`config.mk`:
```
export PLATFORM = sky130hd
export DESIGN_NAME = ctmr_core
export DESIGN_NICKNAME = d
export VERILOG_FILES = /design/src/rtl/ctmr_pkg.sv /design/src/rtl/ctmr_decode.sv /design/src/rtl/ctmr_cmp.sv /design/src/rtl/ctmr_core.sv
export SDC_FILE = /design/constraint.sdc
export NUM_CORES = 1
export LEC_CHECK = 0
export ABC_AREA = 1
export BUFFER_PORTS_ARGS = -buffer_cell sky130_fd_sc_hd__buf_2
export CAP_MARGIN = 0
export CELL_PAD_IN_SITES_DETAIL_PLACEMENT = 0
export CELL_PAD_IN_SITES_GLOBAL_PLACEMENT = 2
export CORE_ASPECT_RATIO = 0.5
export CORE_MARGIN = 10
export CORE_UTILIZATION = 32
export DETAILED_ROUTE_END_ITERATION = 10
export GPL_TIMING_DRIVEN = 0
export MAX_ROUTING_LAYER = met4
export PLACE_DENSITY_LB_ADDON = 0.1
export SLEW_MARGIN = 20
export SYNTH_ARGS = -nofsm -noshare
export SYNTH_HDL_FRONTEND = slang
export SYNTH_SLANG_ARGS = --single-unit
```
`constraint.sdc`:
```
create_clock -name clk -period 2.29 [get_ports clk]
set_clock_uncertainty 0.05 [all_clocks]
set_input_delay 0.1145 -clock clk [delete_from_list [all_inputs] [get_ports clk]]
set_output_delay 0.1145 -clock clk [all_outputs]
set_load 0.02 [all_outputs]
```
`src/rtl/ctmr_pkg.sv`:
```
package ctmr_pkg;
    localparam int TW = 64;          // time and compare width
    localparam int BW = 32;          // load/store data width
    localparam int WIN = 16;         // address bits inside the window

    localparam logic [WIN-1:0] OFS_SWI     = 16'h0000;
    localparam logic [WIN-1:0] OFS_MCMP_LO = 16'h4000;
    localparam logic [WIN-1:0] OFS_MCMP_HI = 16'h4004;
    localparam logic [WIN-1:0] OFS_TIME_LO = 16'hBFF8;
    localparam logic [WIN-1:0] OFS_TIME_HI = 16'hBFFC;

    localparam int PEND_W    = 8;
    localparam int PEND_SWI  = 3;
    localparam int PEND_STMR = 5;
    localparam int PEND_MTMR = 7;

    typedef enum logic [2:0] {
        SEL_NONE,
        SEL_SWI,
        SEL_MCMP_LO,
        SEL_MCMP_HI,
        SEL_TIME_LO,
        SEL_TIME_HI
    } sel_e;
endpackage

```
`src/rtl/ctmr_decode.sv`:
```
module ctmr_decode
    import ctmr_pkg::*;
#(
    parameter logic [31:0] BASE = 32'h0200_0000
) (
    input  logic [31:0] addr,
    output sel_e        sel
);
    logic in_win;
    assign in_win = (addr[31:WIN] == BASE[31:WIN]);

    always_comb begin
        sel = SEL_NONE;
        if (in_win) begin
            case (addr[WIN-1:0])
                OFS_SWI:     sel = SEL_SWI;
                OFS_MCMP_LO: sel = SEL_MCMP_LO;
                OFS_MCMP_HI: sel = SEL_MCMP_HI;
                OFS_TIME_LO: sel = SEL_TIME_LO;
                OFS_TIME_HI: sel = SEL_TIME_HI;
                default:     sel = SEL_NONE;
            endcase
        end
    end
endmodule

```
`src/rtl/ctmr_cmp.sv`:
```
module ctmr_cmp #(
    parameter int W = 64
) (
    input  logic [W-1:0] cnt,
    input  logic [W-1:0] lim,
    output logic         ge
);
    // unsigned: counter has reached or passed the limit
    assign ge = (cnt >= lim);
endmodule

```
`src/rtl/ctmr_core.sv`:
```
module ctmr_core
    import ctmr_pkg::*;
#(
    parameter int          XLEN      = 32,             // 32 or 64
    parameter logic [31:0] BASE_ADDR = 32'h0200_0000
) (
    input  logic              clk,
    input  logic              rst,
    input  logic              bus_req,
    input  logic              bus_we,
    input  logic [31:0]       bus_addr,
    input  logic [BW-1:0]     bus_wdata,
    output logic [BW-1:0]     bus_rdata,
    input  logic              csr_wr_lo,
    input  logic              csr_wr_hi,
    input  logic [XLEN-1:0]   csr_wdata,
    output logic [TW-1:0]     scmp_o,
    output logic [PEND_W-1:0] irq_pend
);
    localparam int HW   = TW / 2;
    localparam int NCMP = 2;         // 0: machine, 1: supervisor

    typedef struct packed {
        logic [TW-1:0] tm;
        logic [TW-1:0] mcmp;
        logic [TW-1:0] scmp;
        logic          swi;
        logic [BW-1:0] rdata;
    } st_t;

    st_t  st_d, st_q;
    sel_e sel;
    logic wr_en, rd_en;
    logic [TW-1:0]   scmp_nx;
    logic [TW-1:0]   lim [NCMP];
    logic [NCMP-1:0] tmr_ge;
    logic [TW-1:0]   time_cur;

    assign wr_en = bus_req & bus_we;
    assign rd_en = bus_req & ~bus_we;

    ctmr_decode #(.BASE(BASE_ADDR)) u_dec (
        .addr (bus_addr),
        .sel  (sel)
    );

    // supervisor compare write path: split halves or one full word
    generate
        if (XLEN == 32) begin : g_split
            always_comb begin
                scmp_nx = st_q.scmp;
                if (csr_wr_lo) scmp_nx[HW-1:0]  = csr_wdata[HW-1:0];
                if (csr_wr_hi) scmp_nx[TW-1:HW] = csr_wdata[HW-1:0];
            end
        end else begin : g_full
            always_comb begin
                scmp_nx = st_q.scmp;
                if (csr_wr_lo) scmp_nx = csr_wdata[TW-1:0];
            end
        end
    endgenerate

    always_comb begin
        st_d       = st_q;
        st_d.tm    = st_q.tm + {{(TW-1){1'b0}}, 1'b1};
        st_d.scmp  = scmp_nx;
        st_d.rdata = '0;

        if (wr_en) begin
            case (sel)
                SEL_SWI:     st_d.swi          = bus_wdata[0];
                SEL_MCMP_LO: st_d.mcmp[HW-1:0]  = bus_wdata;
                SEL_MCMP_HI: st_d.mcmp[TW-1:HW] = bus_wdata;
                SEL_TIME_LO: st_d.tm = {st_q.tm[TW-1:HW], bus_wdata};
                SEL_TIME_HI: st_d.tm = {bus_wdata, st_q.tm[HW-1:0]};
                default: ;
            endcase
        end

        if (rd_en) begin
            case (sel)
                SEL_SWI:     st_d.rdata = {{(BW-1){1'b0}}, st_q.swi};
                SEL_MCMP_LO: st_d.rdata = st_q.mcmp[HW-1:0];
                SEL_MCMP_HI: st_d.rdata = st_q.mcmp[TW-1:HW];
                SEL_TIME_LO: st_d.rdata = st_q.tm[HW-1:0];
                SEL_TIME_HI: st_d.rdata = st_q.tm[TW-1:HW];
                default:     st_d.rdata = '0;
            endcase
        end
    end

    always_ff @(posedge clk) begin
        if (rst) begin
            st_q <= '{tm: '0, mcmp: '1, scmp: '1, swi: 1'b0, rdata: '0};
        end else begin
            st_q <= st_d;
        end
    end

    assign lim[0] = st_q.mcmp;
    assign lim[1] = st_q.scmp;

    generate
        for (genvar i = 0; i < NCMP; i++) begin : g_cmp
            ctmr_cmp #(.W(TW)) u_cmp (
                .cnt (st_q.tm),
                .lim (lim[i]),
                .ge  (tmr_ge[i])
            );
        end
    endgenerate

    always_comb begin
        irq_pend            = '0;
        irq_pend[PEND_SWI]  = st_q.swi;
        irq_pend[PEND_STMR] = tmr_ge[1];
        irq_pend[PEND_MTMR] = tmr_ge[0];
    end

    assign bus_rdata = st_q.rdata;
    assign scmp_o    = st_q.scmp;
    assign time_cur  = st_q.tm;
endmodule

```
==> reports/qor.txt, run 1 <==
commonest non-fill, non-tap cell in the layout: nand2_1
clock root cell: clkbuf_16
Slew headroom: 23.7%
reg-to-reg setup timing slack: 60 ps
multi-input logic area: 9110 µm²
RSZ-0062 raised after global routing: true
total CTS buffers: 25
Max IR drop VDD: 305 µV
Hold Path Origin: bus_req
Die Y: 173 µm
Post-Syn Area per Cell: 6.40 µm²
# clock sinks: 225
layout cells sized above 1: 17.3%
DR pass1 iterations: 5
failing checks: negative hold slack, negative setup slack
IO buf count: 197
final hold viol count: 1
Worst Path Arrival: 2410 ps
dpl hpwl: 62.2 mm
fin crit period: 2570 ps
Area Overhead vs Synth: 26.6%
crit-path max FO: 7
commonest non-fill, non-tap cells in the layout: nand2_1, nor2_1, inv_1
Most used DFF post-synth: dfxtp_1
clock share of power: 48.9%
sequential share of the synthesized area: 30.3%
Least-Margin Pin Slew: 1140 ps
Initial Utilization: 32.7%
H-tree levels: 1
largest net degree at the start of global routing: 14
kind of critical path: reg2out
first-pass GRT wire length: 112 mm
post-synthesis cell type count: 33
Hold Path Sink: bus_rdata[0]$_SDFF_PP0_
Net Sw Frac: 26.5%
final period utilization: 112%
sequential share of power: 41.6%
die area: 56100 µm²
max-slew violation count: 0
#FFs+latches synth: 225
Mapped Area: 14900 µm²
initial antenna violation count: 2
FP Rows: 55
Util after Layout: 41.4%
CP startpoint: time_cur[42]$_SDFFE_PP0P_
gr ovfl total: 0
Max Cap Viol: 0
Pleak: 0.00929 µW
placed insts: 3153
final RePlAce weighted congestion: 0.956
Hold Path Depth: 3
Worst-Skew Late Latency: 560 ps
gr usage total: 27.3%
final wirelength: 77.9 mm
hold_ws: -3.84 ps
Post-synth EDFFs: 0
Tightest Hold Check Type: in2reg
Cell Pwr Density: 511 nW/µm²
Crit Reg-Reg Startpoint: time_cur[16]$_SDFFE_PP0P_
logic gate share of total power: 9.5%
core area: 45600 µm²
Max clock buf depth: 3
Detailed Route Iter0 Violations: 1917
register area: 4690 µm²
Critical Path RT: 2130 ps
ANT cells: 0
CTS tree: yes
final cell count without fillers: 3282
FF-to-FF End: time_cur[57]$_SDFFE_PP0P_
Placed Area: 16700 µm²
status: finished with violations
vias: 17200
# IOs: 206
Cells after Synth: 2325
Final ANT Viol Nets: 0
Design Area, Final: 18800 µm²
f_max: 389 MHz
Via density: 5.24
Filler cells: 5018
internal power: 7080 µW
drt wl/cell: 23.7 µm
vias in the first global route: 16400
final worst slack: -284 ps
Crit. End Element: output port
nets: 2868
switching power: 2550 µW
reg2reg path depth: 9
YS warnings: 0
clk slew on worst S/H paths: 70 ps
startpoint class of the critical path: register
endpoints failing setup: 2
Async S/R FF share, synth: 0%
DRC Markers: 0
die extent in x: 325 µm
## through the flow
stage | setup TNS [ps] | total power, µW | setup WS, ps
CTS | -674 | 9690 | -352
global placement | -8520 | 4940 | -407
detailed placement | -8640 | 4950 | -399
finish | -552 | 9630 | -284
global route | -795 | 9920 | -399
floorplan | 0 | 4550 | 438
## cell type report
cell class | count | share of cell area [%]
Multi-Input combinational cell | 1720 | 48.4
Clock inverter | 13 | 1.18
Timing Repair Buffer | 283 | 9.55
Sequential cell | 225 | 24.9
Buffer | 99 | 2.56
Clock buffer | 32 | 3.67
Inverter | 283 | 5.66
Tap cell | 627 | 4.16
## worst max-delay path: stages (launching register included)
cell     delay (ps)
dfxtp_4         410
ha_1            290
nand2_1          60
nor3_2          220
nand4_1         280
nor3_2          280
nand2_1          90
nand3_2          90
buf_6           120
## synthesized netlist by cell type (3+ instances only)
cell	n	share of area, %
nand2_1	497	13
nor2_1	366	9.2
inv_1	276	7.0
dfxtp_1	225	30
a21oi_1	178	6.0
nand3_1	173	5.8
o21ai_0	160	5.4
ha_1	129	11
o211ai_1	65	3.3
o21ai_1	49	1.6
clkbuf_1	46	1.2
buf_2	41	1.4
nand4_1	31	1.3
nor3_1	19	0.64
xor2_1	11	0.65
buf_4	9	0.45
nand3b_1	6	0.30
o21a_1	6	0.30
xnor2_1	5	0.29
nand3_2	4	0.27
nor2_2	4	0.17
buf_6	3	0.23
clkinv_1	3	0.076
inv_2	3	0.076
nor2_4	3	0.23
nor4_1	3	0.13
## sequential cells by signal, summed over array words and instances (netlist names)
| name | cells |
|---|---|
| scmp_o | 64 |
| bus_rdata | 32 |
| irq_pend | 1 |
| time_cur | 64 |
| lim | 64 |
## worst max-delay path by stage
stage                                            to  slack, ps
after floorplan           time_cur[32]$_SDFFE_PP0P_        440
after global placement    time_cur[58]$_SDFFE_PP0P_       -410
after detailed placement  time_cur[58]$_SDFFE_PP0P_       -400
after CTS                               irq_pend[7]       -350
after global routing                    irq_pend[7]       -400
final                                   irq_pend[7]       -280
## cell families (layout without fill, tap and decap cells)
| logic type | count (synthesis) | after routing | share of synthesized area [%] |
|---|---|---|---|
| other | 1 | 5 | 0.0252 |
| adders and majority gates | 129 | 129 | 10.8 |
| and+or+nand+nor | 1110 | 1110 | 30.8 |
| buffers and inverters | 384 | 710 | 10.4 |
| AOI/OAI and AO/OA | 460 | 460 | 16.7 |
| xor gates and xnor gates | 16 | 16 | 0.941 |
| DFF | 225 | 225 | 30.3 |
## power by group through the flow
stage	combinational (µW)	clock, µW	sequential, µW
after floorplan	328	0	4220
after global placement	803	0	4140
after detailed placement	808	0	4140
after CTS	909	4760	4020
after global routing	1000	4910	4010
final	913	4710	4010
## routing by layer
metal / track usage [%] / share of wire [%] / up-vias
li1: - / - / 8226
met3: 6.94 / 12 / 71
met4: 3.60 / 1.4 / 0
met2: 36.9 / 38 / 827
met1: 40.4 / 49 / 8089
met5: - / 0 / -
## repair_timing
action                                 in CTS  in global routing
setup buffers                              21                  6
hold buffers                               59                  0
setup endpoints to repair                  34                 22
endpoints found under the hold margin     124                  0
gates resized for setup                   125                 50
pin swaps                                  21                 11
Note: power is estimated with default switching activity, not from simulation.
==> run 2, diff against run 1 <==
--- a/config.mk
+++ b/config.mk
@@ -14,3 +14,3 @@
 export CORE_MARGIN = 10
-export CORE_UTILIZATION = 32
+export CORE_UTILIZATION = 29
 export DETAILED_ROUTE_END_ITERATION = 10
==> constraint.sdc (replaced) <==
create_clock -name clk -period 2.3 [get_ports clk]
set_clock_uncertainty 0.05 [all_clocks]
set_input_delay 0.46 -clock clk [delete_from_list [all_inputs] [get_ports clk]]
set_output_delay 0.46 -clock clk [all_outputs]
set_load 0.02 [all_outputs]
==> reports/qor.txt, run 2 (synthesis results as in run 1) <==
status: finished with violations
Area Overhead vs Synth: 23.8%
IO buf count: 197 (unchanged)
Via density: 5.21 (-0.68%)
Least-Margin Pin Slew: 1180 ps (+31.1 ps)
vias in the first global route: 16200 (-0.63%)
CTS tree: yes
final period utilization: 128%
RSZ-0062 raised after global routing: true
total CTS buffers: 26 (+4.0%)
internal power: 6750 µW (-4.7%)
# IOs: 206 (unchanged)
Max IR drop VDD: 541 µV (+78%)
Slew headroom: 21.6% (-2.1 points)
clk slew on worst S/H paths: 70 ps (about the same)
final wirelength: 81.1 mm (+4.1%)
crit-path max FO: 3 (-4)
gr ovfl total: 0 (unchanged)
f_max: 340 MHz
kind of critical path: reg2out
switching power: 2580 µW (+1.4%)
Worst Path Arrival: 2430 ps (+20 ps)
Max Cap Viol: 0 (unchanged)
first-pass GRT wire length: 114 mm (+2.4%)
die area: 61300 µm² (+9.4%)
commonest non-fill, non-tap cell in the layout: nand2_1
H-tree levels: 1 (unchanged)
Detailed Route Iter0 Violations: 1759 (-8.2%)
final hold viol count: 0 (-1)
Post-Route Setup TNS: -1130 ps (-573 ps)
final worst slack: -641 ps (-357 ps)
endpoints failing setup: 2 (unchanged)
Filler cells: 5728 (+14%)
# clock sinks: 225 (unchanged)
nets: 2802 (-2.3%)
logic gate share of total power: 9.2% (-0.3 points)
layout cells sized above 1: 18.5% (+1.2 points)
largest net degree at the start of global routing: 13 (-1)
Pleak: 0.00904 µW (-2.7%)
Crit. End Element: output port
DRC Markers: 0 (unchanged)
Max clock buf depth: 3 (unchanged)
Initial Utilization: 29.5% (-3.2 points)
gr usage total: 25.9% (-1.4 points)
ANT cells: 0 (unchanged)
initial antenna violation count: 2 (unchanged)
Critical Path RT: 1790 ps (-340 ps)
drt wl/cell: 24.7 µm (+4.3%)
DR pass1 iterations: 5 (unchanged)
commonest non-fill, non-tap cells in the layout: nand2_1, nor2_1, inv_1
sequential share of power: 42.6% (+1.0 points)
Die Y: 180 µm (+4.5%)
startpoint class of the critical path: register
Net Sw Frac: 27.7% (+1.2 points)
core area: 50500 µm² (+11%)
clock share of power: 48.3% (-0.6 points)
Worst-Skew Late Latency: 590 ps (+30 ps)
Cell Pwr Density: 507 nW/µm² (-0.86%)
Final ANT Viol Nets: 0 (unchanged)
clock root cell: clkbuf_16
die extent in x: 340 µm (+4.7%)
failing checks: negative setup slack
vias: 17100 (-0.80%)
fin crit period: 2940 ps
hold_ws: 66.5 ps (+70.3 ps)
dpl hpwl: 65.1 mm (+4.7%)
final RePlAce weighted congestion: 0.958 (+0.21%)
FP Rows: 58 (+5.5%)
Tightest Hold Check Type: in2reg
max-slew violation count: 0 (unchanged)
[run 2: power by group through the flow]
stage	sequential (µW)	combinational [µW]	clock, µW
2_1_floorplan	4200	326	0
3_3_place_gp	4120	809	0
3_5_place_dp	4120	814	0
4_1_cts	4020	832	4530
5_1_grt	3980	943	4690
6_report	3980	854	4510
[run 2: layout make-up]
type / instances / area [µm²] / area share [%]
sequential: 225 / 4720 / 25.6
clock inverter: 8 / 115 / 0.625
inverter: 283 / 1070 / 5.83
clock buffer: 37 / 743 / 4.03
tap: 690 / 863 / 4.68
buffer: 99 / 488 / 2.65
multi-input combinational: 1720 / 9280 / 50.3
timing repair buffer: 216 / 1150 / 6.23
[run 2: what timing repair did]
action / in CTS / in global routing
endpoints found under the setup margin: 37 / 61
buffers inserted: 16 / 5
gates resized for setup: 124 / 114
hold buffers: 0 / 0
pin swaps: 21 / 29
[run 2: path summary, 6_finish.rpt]
kind                                          startpoint                        end  slack, ps  cells after the start
worst min register to register     lim[116]$_SDFFE_PP1P_      lim[116]$_SDFFE_PP1P_        430                      2
worst max register to register  time_cur[0]$_SDFFE_PP0P_  time_cur[56]$_SDFFE_PP0P_         90                     11
worst min-delay path                       csr_wdata[15]    scmp_o[15]$_SDFFE_PP1P_         70                      3
worst max-delay path               lim[106]$_SDFFE_PP1P_                irq_pend[7]       -640                      9
[run 2: routing by layer]
metal	up-vias	share of wire, %	track usage, %
met4	0	1.3	3.78
met1	8164	50	38.7
met3	68	11	6.09
li1	8107	-	-
met2	736	38	35.0
met5	-	0	-
[run 2: per-stage QoR]
stage	power [µW]	setup slack [ps]	std cells	util, %	instance area [µm²]
finish	9340	-641	3278	36.5	18400
global route	9620	-733	3278	36.5	18400
CTS	9380	-752	3274	35.7	18000
detailed placement	4930	-690	3216	33.2	16700
global placement	4930	-709	3216	33.2	16700
floorplan	4530	135	2329	-	14900
[run 2: worst max-delay path: stages, from the launching register on]
cell and delay [ps]:
dfxtp_1 380, inv_1 90, ha_1 280, nand2_1 70, nor3_2 220, nand4_1 260, nor3_2 230, nand2_1 90
nand3_2 110, buf_6 120
==> run 3, diff against run 2 <==
- clock period: 2.3 -> 2.4 ns (I/O delays scaled with it)
==> reports/qor.txt, run 3 (synthesis results as in run 1) <==
max-slew violation count: 0 (unchanged)
FP Rows: 58 (unchanged)
total CTS buffers: 26 (unchanged)
IO buf count: 197 (unchanged)
# IOs: 206 (unchanged)
clk slew on worst S/H paths: 70 ps (about the same)
commonest non-fill, non-tap cell in the layout: nand2_1
final cell count without fillers: 3276 (-0.061%)
placed insts: 3216 (unchanged)
Post-Route Setup TNS: -936 ps (+189 ps)
status: finished with violations
Cell Pwr Density: 487 nW/µm² (-3.9%)
dpl hpwl: 65.1 mm (unchanged)
first-pass GRT wire length: 114 mm (about the same)
Worst Path Arrival: 2430 ps (about the same)
Hold Path Depth: 3 (unchanged)
final wirelength: 81.0 mm (about the same)
DRC Markers: 0 (unchanged)
clock root cell: clkbuf_16
startpoint class of the critical path: register
nets: 2800 (-0.071%)
FF-to-FF End: time_cur[54]$_SDFFE_PP0P_
largest net degree at the start of global routing: 13 (unchanged)
commonest non-fill, non-tap cells in the layout: nand2_1, nor2_1, inv_1
# clock sinks: 225 (unchanged)
ANT cells: 0 (unchanged)
core area: 50500 µm² (unchanged)
Placed Area: 16700 µm² (unchanged)
DR pass1 iterations: 8 (+3)
Final ANT Viol Nets: 0 (unchanged)
Crit. End Element: output port
crit-path max FO: 3 (unchanged)
drt wl/cell: 24.7 µm (about the same)
Worst-Skew Late Latency: 580 ps (about the same)
Hold Path Sink: scmp_o[15]$_SDFFE_PP1P_
Detailed Route Iter0 Violations: 1735 (-1.4%)
vias in the first global route: 16200 (-0.14%)
fin crit period: 2960 ps
Max IR drop VDD: 507 µV (-6.3%)
reg-to-reg setup timing slack: 60 ps (-30 ps)
die area: 61300 µm² (unchanged)
initial antenna violation count: 2 (unchanged)
Pleak: 0.00902 µW (-0.20%)
Tightest Hold Check Type: in2reg
layout cells sized above 1: 18.1% (-0.45 points)
Crit Reg-Reg Startpoint: time_cur[16]$_SDFFE_PP0P_
final RePlAce weighted congestion: 0.958 (unchanged)
gr ovfl total: 0 (unchanged)
vias: 17100 (+0.059%)
final period utilization: 123%
CP Cell Sequence: inv_1 > ha_1 > nand2_1 > nor3_2 > nand4_1 > nor3_2 > nand2_1 > nand3_2 > buf_6
Hold Path Origin: csr_wdata[15]
failing checks: negative setup slack
hold buffer count at cts: 0 (unchanged)
Via density: 5.22 (+0.12%)
f_max: 338 MHz
CTS tree: yes
CP max stage cell: dfxtp_1
Area Overhead vs Synth: 23.4%
Critical Path RT: 1870 ps (+80 ps)
Die Y: 180 µm (unchanged)
H-tree levels: 1 (unchanged)
Place WS: -610 ps (+80.0 ps)
Design Area, Final: 18400 µm² (-0.36%)
endpoints failing setup: 2 (unchanged)
reg2reg path depth: 9 (-2)
Initial Utilization: 29.5% (unchanged)
Max Cap Viol: 0 (unchanged)
gr usage total: 25.9% (-0.034 points)
die extent in x: 340 µm (unchanged)
RSZ-0062 raised after global routing: true
final hold viol count: 0 (unchanged)
final worst slack: -559 ps (+82.4 ps)
Least-Margin Pin Slew: 1110 ps (-67.6 ps)
kind of critical path: reg2out
CP peak stage delay: 370 ps (about the same)
Slew headroom: 26.2% (+4.5 points)
Max clock buf depth: 3 (unchanged)
## run 3: changes by cell type in the layout (fill, tap and decap cells not counted), moves of 3 or more
cell     previous run  this run
dfxtp_2            26        31
dfxtp_4            49        44
nor2_1            349       354
nor2_4              9         6
## run 3: final cells by class
class	count	area, µm²
flip-flops and latches	225	4710
plain buffers	99	479
well taps	690	863
clock buffers	37	743
multi-input cells	1720	9250
inverters	283	1070
fillers	5735	32100
clock inverters	8	115
repair buffers	214	1130
## run 3: how the worst max path moves through the flow
stage	start	to	slack, ps	cells past startpoint
detailed placement	bus_req	time_cur[44]$_SDFFE_PP0P_	-610	8
global placement	bus_req	time_cur[44]$_SDFFE_PP0P_	-630	8
CTS	lim[109]$_SDFFE_PP1P_	irq_pend[7]	-670	9
finish	lim[106]$_SDFFE_PP1P_	irq_pend[7]	-560	9
floorplan	scmp_o[31]$_SDFFE_PP1P_	irq_pend[5]	210	11
global route	time_cur[47]$_SDFFE_PP0P_	irq_pend[7]	-650	8
## run 3: timing repair
action,in CTS,in global routing
setup buffers,14,5
hold endpoints to repair,0,0
cloned,0,0
setup endpoints to repair,28,30
pin swaps,20,28
gates resized for setup,118,99
## run 3: critical path: cells and delay by family (launching register included)
| kind | cells | cell delay [ps] |
|---|---|---|
| DFF | 1 | 370 |
| adders and majority gates | 1 | 270 |
| and+or+nand+nor | 6 | 1000 |
| buffers and inverters | 2 | 200 |
## run 3: power breakdown
group	internal, µW	switching, µW	leakage [µW]
clock network	2460	1850	0.000425
registers	3770	50.0	0.00187
logic	250	569	0.00672
total	6480	2470	0.00902
## run 3: layer usage
layer	global-route usage [%]	routed length (µm)	up-vias
met2	34.9	31000	756
met5	-	0	-
met1	38.7	40000	8160
li1	-	-	8094
met3	6.09	8920	75
met4	3.78	1120	0
## run 3: per-stage QoR
step	hold slack, ps	power, µW	utilization, %
3_5_place_dp	413	4730	33.2
6_report	89.0	8940	36.4
5_1_grt	82.5	9220	36.4
4_1_cts	59.6	8990	35.6
2_1_floorplan	396	4340	-
3_3_place_gp	406	4720	33.2
